`src/rtl/lvl_trig_pkg.sv`:
```
`timescale 1ns/1ps
// Package: shared encodings of the level trigger.
// Assumes a single-bit register address space.
package lvl_trig_pkg;
    typedef enum logic {
        REG_CTRL = 1'b0,
        REG_THR  = 1'b1
    } reg_sel_e;

    typedef enum logic {
        DIR_RISE = 1'b0,
        DIR_FALL = 1'b1
    } dir_e;
endpackage

```
`src/rtl/lvl_trig_regs.sv`:
```
`timescale 1ns/1ps
// Module: register file that holds the source select, the slope bit and the threshold.
// Assumes the bus decode above it delivers single-cycle write strobes.
// Also reports a write that changes the source select.
module lvl_trig_regs
    import lvl_trig_pkg::*;
#(
    parameter int SW    = 12,
    parameter int SRC_W = 3,
    parameter int RW    = 16
) (
    input  logic             clk,
    input  logic             rst_n,
    input  logic             wr,
    input  logic             addr,
    input  logic [RW-1:0]    wdata,
    output logic [RW-1:0]    rdata,
    output logic [SRC_W-1:0] src,
    output logic             slope,
    output logic [SW-1:0]    thr,
    output logic             src_chg
);
    logic unused_wbits;
    assign unused_wbits = ^wdata[RW-1:SW];

    // Capture register writes and reset every field to zero.
    always_ff @(posedge clk) begin
        if (!rst_n) begin
            src   <= '0;
            slope <= 1'b0;
            thr   <= '0;
        end else if (wr) begin
            if (addr == REG_CTRL) begin
                src   <= wdata[SRC_W-1:0];
                slope <= wdata[SRC_W];
            end else begin
                thr <= wdata[SW-1:0];
            end
        end
    end

    // Flag a control write whose source field differs from the current one.
    assign src_chg = wr && (addr == REG_CTRL) && (wdata[SRC_W-1:0] != src);

    // Return the selected register, padded with zeros.
    always_comb begin
        rdata = '0;
        if (addr == REG_CTRL) begin
            rdata[SRC_W-1:0] = src;
            rdata[SRC_W]     = slope;
        end else begin
            rdata[SW-1:0] = thr;
        end
    end

    assert_thr_readback_R2: assert property (@(posedge clk) disable iff (!rst_n)
        (wr && addr == REG_THR) |=> (thr == $past(wdata[SW-1:0])));
    assert_ctrl_readback_R2: assert property (@(posedge clk) disable iff (!rst_n)
        (wr && addr == REG_CTRL) |=> (src == $past(wdata[SRC_W-1:0]) && slope == $past(wdata[SRC_W])));
endmodule

```
`src/rtl/lvl_trig_cross.sv`:
```
`timescale 1ns/1ps
// Module: threshold crossing detector for one channel.
// Assumes offset-binary samples, so an unsigned compare against the threshold is enough.
// Keeps the last valid sample as history, and clr discards it.
module lvl_trig_cross
    import lvl_trig_pkg::*;
#(
    parameter int SW        = 12,
    parameter bit HAS_SLOPE = 1'b1
) (
    input  logic          clk,
    input  logic          rst_n,
    input  logic          clr,
    input  logic          vld,
    input  logic [SW-1:0] smp,
    input  logic [SW-1:0] thr,
    input  logic          slope,
    output logic          hit
);
    logic [SW-1:0] prev;
    logic          hv;
    logic          falling;
    logic          cond;

    // Store the last valid sample, or drop the history on clear.
    always_ff @(posedge clk) begin
        if (!rst_n) begin
            prev <= '0;
            hv   <= 1'b0;
        end else if (clr) begin
            hv <= 1'b0;
        end else if (vld) begin
            prev <= smp;
            hv   <= 1'b1;
        end
    end

    // Pick the crossing direction; channels without a slope option always rise.
    assign falling = HAS_SLOPE && (slope == DIR_FALL);

    // Compare the previous and current samples against the threshold.
    always_comb begin
        if (falling) cond = (prev > thr) && (smp <= thr);
        else         cond = (prev < thr) && (smp >= thr);
    end

    assign hit = hv && vld && !clr && cond;

    assert_clr_drops_hist_R12: assert property (@(posedge clk) disable iff (!rst_n)
        clr |=> !hv);
endmodule

```
`src/rtl/lvl_trig_xsync.sv`:
```
`timescale 1ns/1ps
// Module: synchroniser and rising-edge detector for an asynchronous trigger line.
// Assumes the line stays high or low for at least one clock period.
module lvl_trig_xsync #(
    parameter int STAGES = 2
) (
    input  logic clk,
    input  logic rst_n,
    input  logic din,
    output logic rise
);
    logic [STAGES:0] sr;

    // Shift the line through the synchroniser plus one history flop.
    always_ff @(posedge clk) begin
        if (!rst_n) sr <= '0;
        else        sr <= {sr[STAGES-1:0], din};
    end

    assign rise = sr[STAGES-1] && !sr[STAGES];

    assert_rise_single_R7: assert property (@(posedge clk) disable iff (!rst_n)
        rise |=> !rise);
endmodule

```
`src/rtl/lvl_trig_top.sv`:
```
`timescale 1ns/1ps
// Module: armed multi-source level trigger.
// Chooses one of the channels or external lines as the source. Once armed, it fires one
// trigger pulse on that source's condition or on a software force, then disarms.
// Assumes arm_cmd and force_cmd are single-cycle strobes in the clk domain.
module lvl_trig_top #(
    parameter int NCH    = 6,
    parameter int SW     = 12,
    parameter int NLOW   = 4,
    parameter int SYNC   = 2,
    parameter int RW     = 16
) (
    input  logic              clk,
    input  logic              rst_n,
    input  logic              reg_wr,
    input  logic              reg_addr,
    input  logic [RW-1:0]     reg_wdata,
    output logic [RW-1:0]     reg_rdata,
    input  logic              arm_cmd,
    input  logic              force_cmd,
    input  logic [NCH*SW-1:0] smp_data,
    input  logic [NCH-1:0]    smp_vld,
    input  logic              ext_std,
    input  logic              ext_fast,
    output logic              trig_pulse,
    output logic              armed,
    output logic              triggered
);
    localparam int NEXT  = 2;
    localparam int NSRC  = NCH + NEXT;
    localparam int SRC_W = $clog2(NSRC);
    localparam int NCODE = 1 << SRC_W;

    logic [SRC_W-1:0] src;
    logic             slope;
    logic [SW-1:0]    thr;
    logic             src_chg;
    logic             hist_clr;
    logic [NSRC-1:0]  hit_vec;
    logic [NCODE-1:0] hit_all;
    logic [NEXT-1:0]  ext_in;
    logic             sel_hit;

    lvl_trig_regs #(.SW(SW), .SRC_W(SRC_W), .RW(RW)) u_regs (
        .clk(clk), .rst_n(rst_n), .wr(reg_wr), .addr(reg_addr), .wdata(reg_wdata),
        .rdata(reg_rdata), .src(src), .slope(slope), .thr(thr), .src_chg(src_chg)
    );

    // Clear crossing history on arm, or on a source change while armed.
    assign hist_clr = arm_cmd || (src_chg && armed);

    for (genvar i = 0; i < NCH; i++) begin : g_ch
        lvl_trig_cross #(.SW(SW), .HAS_SLOPE(i < NLOW)) u_cross (
            .clk(clk), .rst_n(rst_n), .clr(hist_clr), .vld(smp_vld[i]),
            .smp(smp_data[i*SW +: SW]), .thr(thr), .slope(slope), .hit(hit_vec[i])
        );
    end

    assign ext_in = {ext_fast, ext_std};

    for (genvar j = 0; j < NEXT; j++) begin : g_ext
        lvl_trig_xsync #(.STAGES(SYNC)) u_sync (
            .clk(clk), .rst_n(rst_n), .din(ext_in[j]), .rise(hit_vec[NCH+j])
        );
    end

    // Select the hit of the chosen source; unused codes never hit.
    assign hit_all = NCODE'(hit_vec);
    assign sel_hit = hit_all[src];

    // Arm, fire and disarm sequencing; arming wins over a simultaneous fire.
    always_ff @(posedge clk) begin
        if (!rst_n) begin
            armed      <= 1'b0;
            triggered  <= 1'b0;
            trig_pulse <= 1'b0;
        end else begin
            trig_pulse <= 1'b0;
            if (arm_cmd) begin
                armed     <= 1'b1;
                triggered <= 1'b0;
            end else if (armed && (sel_hit || force_cmd)) begin
                armed      <= 1'b0;
                triggered  <= 1'b1;
                trig_pulse <= 1'b1;
            end
        end
    end

    assert_pulse_one_cycle_R10: assert property (@(posedge clk) disable iff (!rst_n)
        trig_pulse |=> !trig_pulse);
    assert_fire_disarms_R10: assert property (@(posedge clk) disable iff (!rst_n)
        trig_pulse |-> (!armed && triggered));
    assert_pulse_needs_arm_R9: assert property (@(posedge clk) disable iff (!rst_n)
        trig_pulse |-> $past(armed));
    assert_arm_wins_R13: assert property (@(posedge clk) disable iff (!rst_n)
        arm_cmd |=> (armed && !triggered && !trig_pulse));
endmodule

```
`config.mk`:
```
export PLATFORM = sky130hd
export DESIGN_NAME = lvl_trig_top
export DESIGN_NICKNAME = d
export VERILOG_FILES = /design/src/rtl/lvl_trig_pkg.sv /design/src/rtl/lvl_trig_regs.sv /design/src/rtl/lvl_trig_cross.sv /design/src/rtl/lvl_trig_xsync.sv /design/src/rtl/lvl_trig_top.sv
export SDC_FILE = /design/constraint.sdc
export NUM_CORES = 1
export LEC_CHECK = 0
export BUFFER_PORTS_ARGS = -buffer_cell sky130_fd_sc_hd__buf_4
export CAP_MARGIN = 10
export CORE_MARGIN = 4
export CORE_UTILIZATION = 45
export CTS_CLUSTER_SIZE = 10
export DETAILED_ROUTE_END_ITERATION = 8
export PLACE_DENSITY_LB_ADDON = 0.25
export SYNTH_ARGS = -nofsm -noshare
export SYNTH_HDL_FRONTEND = slang
export SYNTH_SLANG_ARGS = --single-unit
```
`constraint.sdc`:
```
create_clock -name clk -period 3.4 [get_ports clk]
set_clock_uncertainty 0.2 [all_clocks]
set_input_delay 0.68 -clock clk [delete_from_list [all_inputs] [get_ports clk]]
set_output_delay 0.68 -clock clk [all_outputs]
set_load 0.05 [all_outputs]
```
# Word-level counts from Yosys, hierarchy flattened

Index checks and enable logic that the tools add are counted.

Logic and storage cells: 106
Register bits after elaboration: 103

Reduce and logical (&&, ||, !) cells: 50
Eq/ne operators: 1
Bitwise operators: 3
Multiplexer cells: 11
Order comparisons: 21

Operator list:

| kind                 | number |
|---|---|
| $ge A12 B12 Y1       | 6 |
| $lt A12 B12 Y1       | 6 |
| $gt A12 B12 Y1       | 4 |
| $le A12 B12 Y1       | 4 |
| $logic_and A1 B1 Y1  | 34 |
| $reduce_and A2 Y1    | 8 |
| $mux W1              | 8 |
| $mux W8              | 1 |
| $lt A3 B4 Y1 const B | 1 |
| $mux W4              | 1 |
| $reduce_or A2 Y1     | 2 |
| $bmux W1 S3          | 1 |
| $logic_not A1 Y1     | 3 |
| $ne A3 B3 Y1         | 1 |
| $not A1 Y1           | 3 |
| $logic_or A1 B1 Y1   | 2 |
| $reduce_bool A2 Y1   | 1 |

# Longest topological paths before layout

Gate-level depths: netlist of the first run.

Depth after elaboration: 14
Gate-level depth with buffers: 10
Gate-level depth less buffers: 10

# Modules after synthesis

From an unflattened synthesis of the first run, not the netlist that was laid out.

Cells, all modules: 921
Area total of the unflattened synthesis: 7531.0 sq um

By module, submodules not included:

| module                               | cells an instance | seq. area each (sq um) | instances | area an instance (sq um) |
|---|---|---|---|---|
| lvl_trig_cross (g_ch[0].u_cross ...) | 136               | 260.2                  | 4         | 1081.0 |
| lvl_trig_cross (g_ch[4].u_cross ...) | 126               | 260.2                  | 2         | 1017.2 |
| lvl_trig_regs                        | 89                | 320.3                  | 1         | 772.0 |
| lvl_trig_top                         | 22                | 60.1                   | 1         | 215.2 |
| lvl_trig_xsync                       | 7                 | 60.1                   | 2         | 92.6 |

# Least setup slack after synthesis of the first run

No wires, ideal clock.

Kind: input to output
Start point: in reg_addr
End point: out reg_rdata[3]
Stages: 3
Arrival time: 2.083 ns
Path buffers: 2
Path slack: 0.437 ns
Required time: 2.520 ns
Cells stage by stage: buf_2 clkbuf_1 o21ai_0

Word-level cells in the longest chain between the ends: 1

Ends and longest elaborated chain:

| item        | line                | source |
|---|---|---|
| from (decl) | lvl_trig_top.sv:16  | `input logic reg_addr,` |
| $mux W4     | lvl_trig_regs.sv:48 | `if (addr == REG_CTRL) begin` |
| to (decl)   | lvl_trig_top.sv:18  | `output logic [RW-1:0] reg_rdata,` |

No other way between the ends.

# Final worst setup path of the first run

Start point: reg u_regs.thr[7]
End point: reg armed

Word-level cells in the longest chain between the ends: 9
Elaborated cells between the ends (all ways): 45

Ends and longest elaborated chain:

| item                                   | line                                       | source |
|---|---|---|
| from (decl)                            | lvl_trig_regs.sv:20                        | `output logic [SW-1:0] thr,` |
| from (signal assigned)                 | lvl_trig_regs.sv:37                        | `thr <= wdata[SW-1:0];` |
| $lt A12 B12 Y1 (tied with other cells) | lvl_trig_cross.sv:44                       | `else cond = (prev < thr) && (smp >= thr);` |
| $logic_and A1 B1 Y1 (on tied branches) | lvl_trig_cross.sv:44, lvl_trig_cross.sv:43 |  |
| $mux W1                                | lvl_trig_cross.sv:43                       | `if (falling) cond = (prev > thr) && (smp <= thr);` |
| $logic_and A1 B1 Y1                    | lvl_trig_cross.sv:47                       | `assign hit = hv && vld && !clr && cond;` |
| $bmux W1 S3 *                          | lvl_trig_top.sv:69                         | `assign sel_hit = hit_all[src];` |
| $mux W1 (implied by the code) *        | lvl_trig_top.sv:69                         |  |
| $logic_or A1 B1 Y1 *                   | lvl_trig_top.sv:82                         | `end else if (armed && (sel_hit \|\| force_cmd)) begin` |
| $logic_and A1 B1 Y1 *                  | lvl_trig_top.sv:82                         |  |
| $reduce_bool A2 Y1 (no line) *         | n/a                                        |  |
| to (signal assigned)                   | lvl_trig_top.sv:74                         | `armed <= 1'b0;` |
| to (signal assigned)                   | lvl_trig_top.sv:80                         | `armed <= 1'b1;` |
| to (signal assigned)                   | lvl_trig_top.sv:83                         | `armed <= 1'b0;` |
| to (decl)                              | lvl_trig_top.sv:26                         | `output logic armed,` |

Mark *: on every way between the ends. The rest lies on a longest branch, timed or not. The select of a mux whose other input is x is not followed.
A chain may end at the register's enable or synchronous reset.

==> results.cfg, run 1 <==
[power_and_ir_drop]
sw_frac_of_total_pct = 30.13
combPwrFrac_pct = 24.6
ir_drop_mv = 0.2720
internal-power_uw = 2188
clkPwrFrac_pct = 33.8
power_density_mw_per_mm2 = 362.1
p_leak_uw = 0.003773
p_sw_uw = 943.6
pwr-share-seq_pct = 41.6

[critical_path]
worstSetupStartpointType = flop
critPathRequiredTime_ns = 3.46
cp-end-kind = flop
rrSetupSlack_ns = 0.29
timing.rr.end = armed$_SDFFE_PN0P_
worstRegToRegCells = 10
r2r_start = u_regs.thr[7]$_SDFFE_PN0P_
critPathMaxFanout = 8
crit_type = reg -> reg
crit_arrival_ns = 3.17

[logic_synthesis]
yosys-top-cells-area = dfxtp_1, ha_1, nand2_1, a21boi_0, a21oi_1
async_reset_ff_share_pct = 0
ys_seq_area_share_pct = 28.67
syn_area_sq_mm = 0.007193
ys_seq_elements = 103
synth_area_leader_cell = dfxtp_1
synthFlopType = dfxtp_1
yosysUniqueCellTypes = 55
synth_edf_count = 0
yosysWarnings = 0
yosysMostFrequentCell = nand2_1
synth_common_cells = nand2_1, ha_1, dfxtp_1
syn_avg_cell_area_sq_um = 8.413
netlist_instances = 855
netlist.area_leader.share_pct = 28.67

[global_route]
grt_max_degree = 75
gr-total-overflow = 0
grt_first_pass_wirelength_um = 31540
grt_pass1_vias = 6198
track_usage_pct = 22.04
antenna_found_initial = 0

[sta]
final_max_slew_viol_count = 0
fin_crit_sh_pct = 91.42
setup-violations-final = 0
final.setup.tns_ns = 0
worstMarginPinSlew_ns = 0.6860
final.min_clock_period_ns = 3.108
max_freq_mhz = 321.7
hold_violations = 0
grt_setup_unrepaired = false
slew_headroom_pct = 54.27
finalHoldWorstSlack_ns = 0.2350

[clock_tree]
cts_tree = built
cts-root-buf = clkbuf_16
cts_buffers = 9
cts_buffer_depth = 2
clk_latency_ns = 0.36
post-cts-setup-buffers = 0
h-tree-depth = 3
cts.clk_slew.worst_paths_ns = 0.07
cts_sinks = 103

[finish]
area_delta_synth_final_pct = 20.25
final_layout_size_suffix_gt1_share_pct = 16.58
final_util_pct = 56.07
fillCellCount = 1504
fin_nets = 1217
antenna_cells = 0

[detailed_routing]
post_drt_wl_per_cell_um = 16.62
drt_first_iter_violations = 327
drc_errors = 0
dr_total_vias = 6415
routed_via_density = 5.400
ant_nets = 0
drt_pass1_iterations = 5
wl_um = 19750

[floorplanning]
die_width_um = 134.4
io_pins = 121
rows = 45
dieHeight_um = 134.4
initial_utilization_pct = 46.63
coreArea_sq_mm = 0.01543
dieArea_sq_mm = 0.01807

[placement]
dp_hpwl_um = 15320
port-buffer-count = 112
routabilityCongestion = 0.9072

[worst_hold_path]
hold-path-endpoint = g_ext[0].u_sync.sr[1]$_SDFF_PN0_
hold_path_class = reg -> reg
hold_path.startpoint = g_ext[0].u_sync.sr[0]$_SDFF_PN0_
min_path_cells = 1

[run]
maxCapViolations = 0

[outcome]
status = finished clean
## routing by layer
layer	share of wire, %	global-route usage [%]	vias to the layer above
met5	0	0	-
met4	2.1	6.165	0
li1	-	-	3278
met1	47	29.90	2941
met2	44	34.75	172
met3	6.3	5.701	24
## kinds of logic after synthesis
family / after synthesis / share of synthesized area, %
other: 1 / 0.05213
muxes: 7 / 1.044
buffers and inverters: 59 / 3.409
adders and majority gates: 142 / 24.70
AOI/OAI and AO/OA: 217 / 20.79
xor gates and xnor gates: 4 / 0.5915
DFF: 103 / 28.67
and+or+nand+nor: 322 / 20.75
## worst max-delay path by stage
| stage | endpoint | slack (ns) | from | depth (start not counted) |
|---|---|---|---|---|
| 2_1_floorplan | reg_rdata[3] | 0.44 | reg_addr | 3 |
| 3_3_place_gp | armed$_SDFFE_PN0P_ | 0.12 | smp_data[29] | 10 |
| 3_5_place_dp | armed$_SDFFE_PN0P_ | 0.09 | smp_data[29] | 10 |
| 4_1_cts | armed$_SDFFE_PN0P_ | 0.28 | u_regs.thr[7]$_SDFFE_PN0P_ | 10 |
| 5_1_grt | armed$_SDFFE_PN0P_ | 0.11 | u_regs.thr[7]$_SDFFE_PN0P_ | 10 |
| 6_report | armed$_SDFFE_PN0P_ | 0.29 | u_regs.thr[7]$_SDFFE_PN0P_ | 10 |
## layout make-up
cell class	instances	area, sq um	share of cell area [%]
clock buffer	10	229.0	2.647
sequential	103	2062	23.84
timing repair buffer	139	1044	12.06
multi-input combinational	696	4903	56.69
clock inverter	5	57.56	0.6654
inverter	24	90.09	1.042
tap	211	264.0	3.052
## metrics by stage
stage | area (sq um) | setup slack (ns) | total power, uW | cells
after CTS | 8643 | 0.2792 | 3145 | 1188
final | 8650 | 0.2918 | 3132 | 1188
after global routing | 8650 | 0.1072 | 3306 | 1188
after global placement | 8357 | 0.1162 | 2080 | 1173
after detailed placement | 8357 | 0.09444 | 2094 | 1173
after floorplan | 7204 | 0.4368 | 1809 | 858
## timing repair
item                                    in CTS  in global routing
gates resized for setup                      0                  1
hold buffers                                 0                  0
endpoints found under the setup margin       0                  2
## state kept, by name (all words and copies together), names as in the netlist
signal	cells
u_regs.slope	1
triggered	1
trig_pulse	1
g_ch.u_cross.hv	6
g_ext.u_sync.sr	6
armed	1
u_regs.thr	12
g_ch.u_cross.prev	72
u_regs.src	3
## critical path, stage by stage, from the launching register on
cell	delay, ns
dfxtp_1	0.32
inv_1	0.29
buf_4	0.27
ha_1	0.27
a21oi_1	0.14
a21oi_1	0.10
a2111o_1	0.37
or4_1	0.48
a21oi_1	0.21
o32ai_1	0.15
a22o_1	0.20
## cell usage in the layout (no fill, tap or decap), types with 5 or more instances in the layout
cell type,instances
clkbuf_16,9
dfxtp_1,103
a21oi_1,53
nand3_1,17
a211oi_1,5
inv_1,24
nand2b_1,6
nand4_1,27
buf_4,139
and2_1,22
nor2b_1,16
o21a_1,7
o21ai_0,13
a21boi_0,86
a21o_1,23
nor2_1,12
nand2_1,195
o211ai_1,8
or3_1,5
ha_1,142
## power by group through the flow
stage	combinational [uW]	clock, uW	sequential (uW)
after global placement	750	0	1330
final	772	1060	1300
after CTS	769	1070	1300
after detailed placement	764	0	1330
after global routing	869	1130	1310
after floorplan	488	0	1320
(Power assumes the default switching activity.)
==> run 2, diff against run 1 <==
--- a/config.mk
+++ b/config.mk
@@ -12,6 +12,7 @@
 export CTS_CLUSTER_SIZE = 10
 export DETAILED_ROUTE_END_ITERATION = 8
 export PLACE_DENSITY_LB_ADDON = 0.25
+export SKIP_CTS_REPAIR_TIMING = 1
 export SYNTH_ARGS = -nofsm -noshare
 export SYNTH_HDL_FRONTEND = slang
 export SYNTH_SLANG_ARGS = --single-unit
==> constraint.sdc (replaced) <==
create_clock -name clk -period 3 [get_ports clk]
set_clock_uncertainty 0.2 [all_clocks]
set_input_delay 0.6 -clock clk [delete_from_list [all_inputs] [get_ports clk]]
set_output_delay 0.6 -clock clk [all_outputs]
set_load 0.05 [all_outputs]
==> run 2 against run 1 <==
Global-route usage up 0.93 points. First-iteration DRC count down 15%. Sequential share of layout area down 0.91 points. Flip-flop and latch count unchanged. Core utilization up 2.3 points. Cell area up 4.1%. Die area unchanged. Clock-buffer cell count unchanged. Register-to-register slack worse by 0.25 ns. Clock power up 28%. Critical path depth up 1.
==> results.cfg, run 2 (same netlist as run 1, synthesis figures left out) <==
[outcome]
status = finished clean

[critical_path]
critPathMaxFanout = 4
worstRegToRegCells = 11
crit_type = reg -> reg
cp-end-kind = flop
r2r_start = u_regs.thr[5]$_SDFFE_PN0P_
crit_arrival_ns = 3.02
timing.rr.end = armed$_SDFFE_PN0P_
critPathRequiredTime_ns = 3.06
rrSetupSlack_ns = 0.04
worstSetupStartpointType = flop

[worst_hold_path]
hold-path-endpoint = g_ext[1].u_sync.sr[0]$_SDFF_PN0_
hold_path_class = in -> reg
min_path_cells = 2
hold_path.startpoint = ext_fast

[floorplanning]
coreArea_sq_mm = 0.01543
die_width_um = 134.4
dieHeight_um = 134.4
initial_utilization_pct = 46.63
dieArea_sq_mm = 0.01807
rows = 45
io_pins = 121

[sta]
finalHoldWorstSlack_ns = 0.2323
final.min_clock_period_ns = 2.957
final_max_slew_viol_count = 0
hold_violations = 0
fin_crit_sh_pct = 98.57
setup-violations-final = 0
final.setup.tns_ns = 0
max_freq_mhz = 338.2

[finish]
fin_nets = 1247
antenna_cells = 0
final_layout_size_suffix_gt1_share_pct = 21.13
largest_reg_flops = 72
area_delta_synth_final_pct = 25.17
final_common_cell = nand2_1
largest_registers = g_ch.u_cross.prev (72), u_regs.thr (12)
layout_common_cells = nand2_1, buf_4, ha_1
regMostFlops = g_ch.u_cross.prev
fillCellCount = 1489

[power_and_ir_drop]
combPwrFrac_pct = 25.0
internal-power_uw = 2644
power_density_mw_per_mm2 = 419.1
p_sw_uw = 1130
pwr-share-seq_pct = 39.1
p_leak_uw = 0.003947
sw_frac_of_total_pct = 29.94
power_uw = 3774
ir_drop_mv = 0.2969
clkPwrFrac_pct = 36.0

[global_route]
antenna_found_initial = 0
track_usage_pct = 22.97
gr-total-overflow = 0
grt_first_pass_wirelength_um = 33020
grt_pass1_vias = 6514
grt_max_degree = 42

[clock_tree]
cts-root-buf = clkbuf_16
h-tree-depth = 3
cts_tree = built
cts.clk_slew.worst_paths_ns = 0.08
cts_sinks = 103
clk_latency_ns = 0.37
cts_buffers = 9
cts_buffer_depth = 2

[placement]
routabilityCongestion = 0.8695
port-buffer-count = 112
dp_hpwl_um = 15900

[detailed_routing]
drt_first_iter_violations = 279
ant_nets = 0
post_drt_wl_per_cell_um = 16.64
routed_via_density = 5.393
wl_um = 20290
dr_total_vias = 6574
drt_pass1_iterations = 5
drc_errors = 0

[run]
maxCapViolations = 0
==> run 2: cell types whose count changed in the layout (fill, tap and decap cells not counted), moves of 2 or more <==
cell,previous run,this run
inv_1,24,16
inv_6,2,0
clkinvlp_4,0,2
dfxtp_2,0,2
a21oi_2,0,4
dfxtp_1,103,101
buf_4,139,168
inv_8,0,2
a21oi_1,53,49
inv_2,0,7
clkinv_2,2,0
==> run 2: worst max-delay path: stages (launching register included) <==
cell      delay [ns]
dfxtp_1         0.35
inv_2           0.08
buf_4           0.17
ha_1            0.31
a21o_1          0.19
nand3_1         0.09
a21oi_1         0.07
a2111o_1        0.37
or4_1           0.50
a21oi_2         0.21
o32ai_2         0.13
a22o_1          0.19
==> run 2: per-stage QoR <==
stage / setup slack [ns] / cell area [sq um] / util [%] / cells
2_1_floorplan: 0.1899 / 7204 / - / 858
3_3_place_gp: -0.1897 / 8572 / 55.56 / 1200
3_5_place_dp: -0.2118 / 8572 / 55.56 / 1200
4_1_cts: -0.05555 / 8910 / 57.75 / 1216
5_1_grt: -0.03910 / 9004 / 58.36 / 1219
6_report: 0.04301 / 9004 / 58.36 / 1219
==> run 2: worst max path at each step <==
stage / to / depth (start not counted) / startpoint
after floorplan: armed$_SDFFE_PN0P_ / 9 / smp_data[29]
after global placement: armed$_SDFFE_PN0P_ / 10 / smp_data[29]
after detailed placement: armed$_SDFFE_PN0P_ / 10 / smp_data[29]
after CTS: armed$_SDFFE_PN0P_ / 10 / u_regs.thr[7]$_SDFFE_PN0P_
after global routing: armed$_SDFFE_PN0P_ / 10 / u_regs.thr[7]$_SDFFE_PN0P_
final: armed$_SDFFE_PN0P_ / 11 / u_regs.thr[5]$_SDFFE_PN0P_
==> run 2: power by group through the flow <==
stage / Sequential (uW) / Combinational [uW] / Clock (uW)
2_1_floorplan: 1500 / 553 / 0
3_3_place_gp: 1500 / 893 / 0
3_5_place_dp: 1500 / 910 / 0
4_1_cts: 1470 / 917 / 1380
5_1_grt: 1480 / 1060 / 1420
6_report: 1470 / 943 / 1360
==> run 2: cell type report <==
type	count	area, sq um	share of cell area (%)
clock buffer	10	239.0	2.654
multi-input combinational	696	4962	55.11
inverter	24	93.84	1.042
sequential	103	2064	22.93
timing repair buffer	169	1281	14.23
tap	211	264.0	2.932
clock inverter	6	98.84	1.098
==> run 2: layer usage <==
layer	vias to the layer above	global-route usage, %	wire length, um
met5	-	0	0
met4	0	6.844	386
met3	26	5.701	1127
met2	142	38.27	9379
met1	3059	29.43	9395
li1	3347	-	-
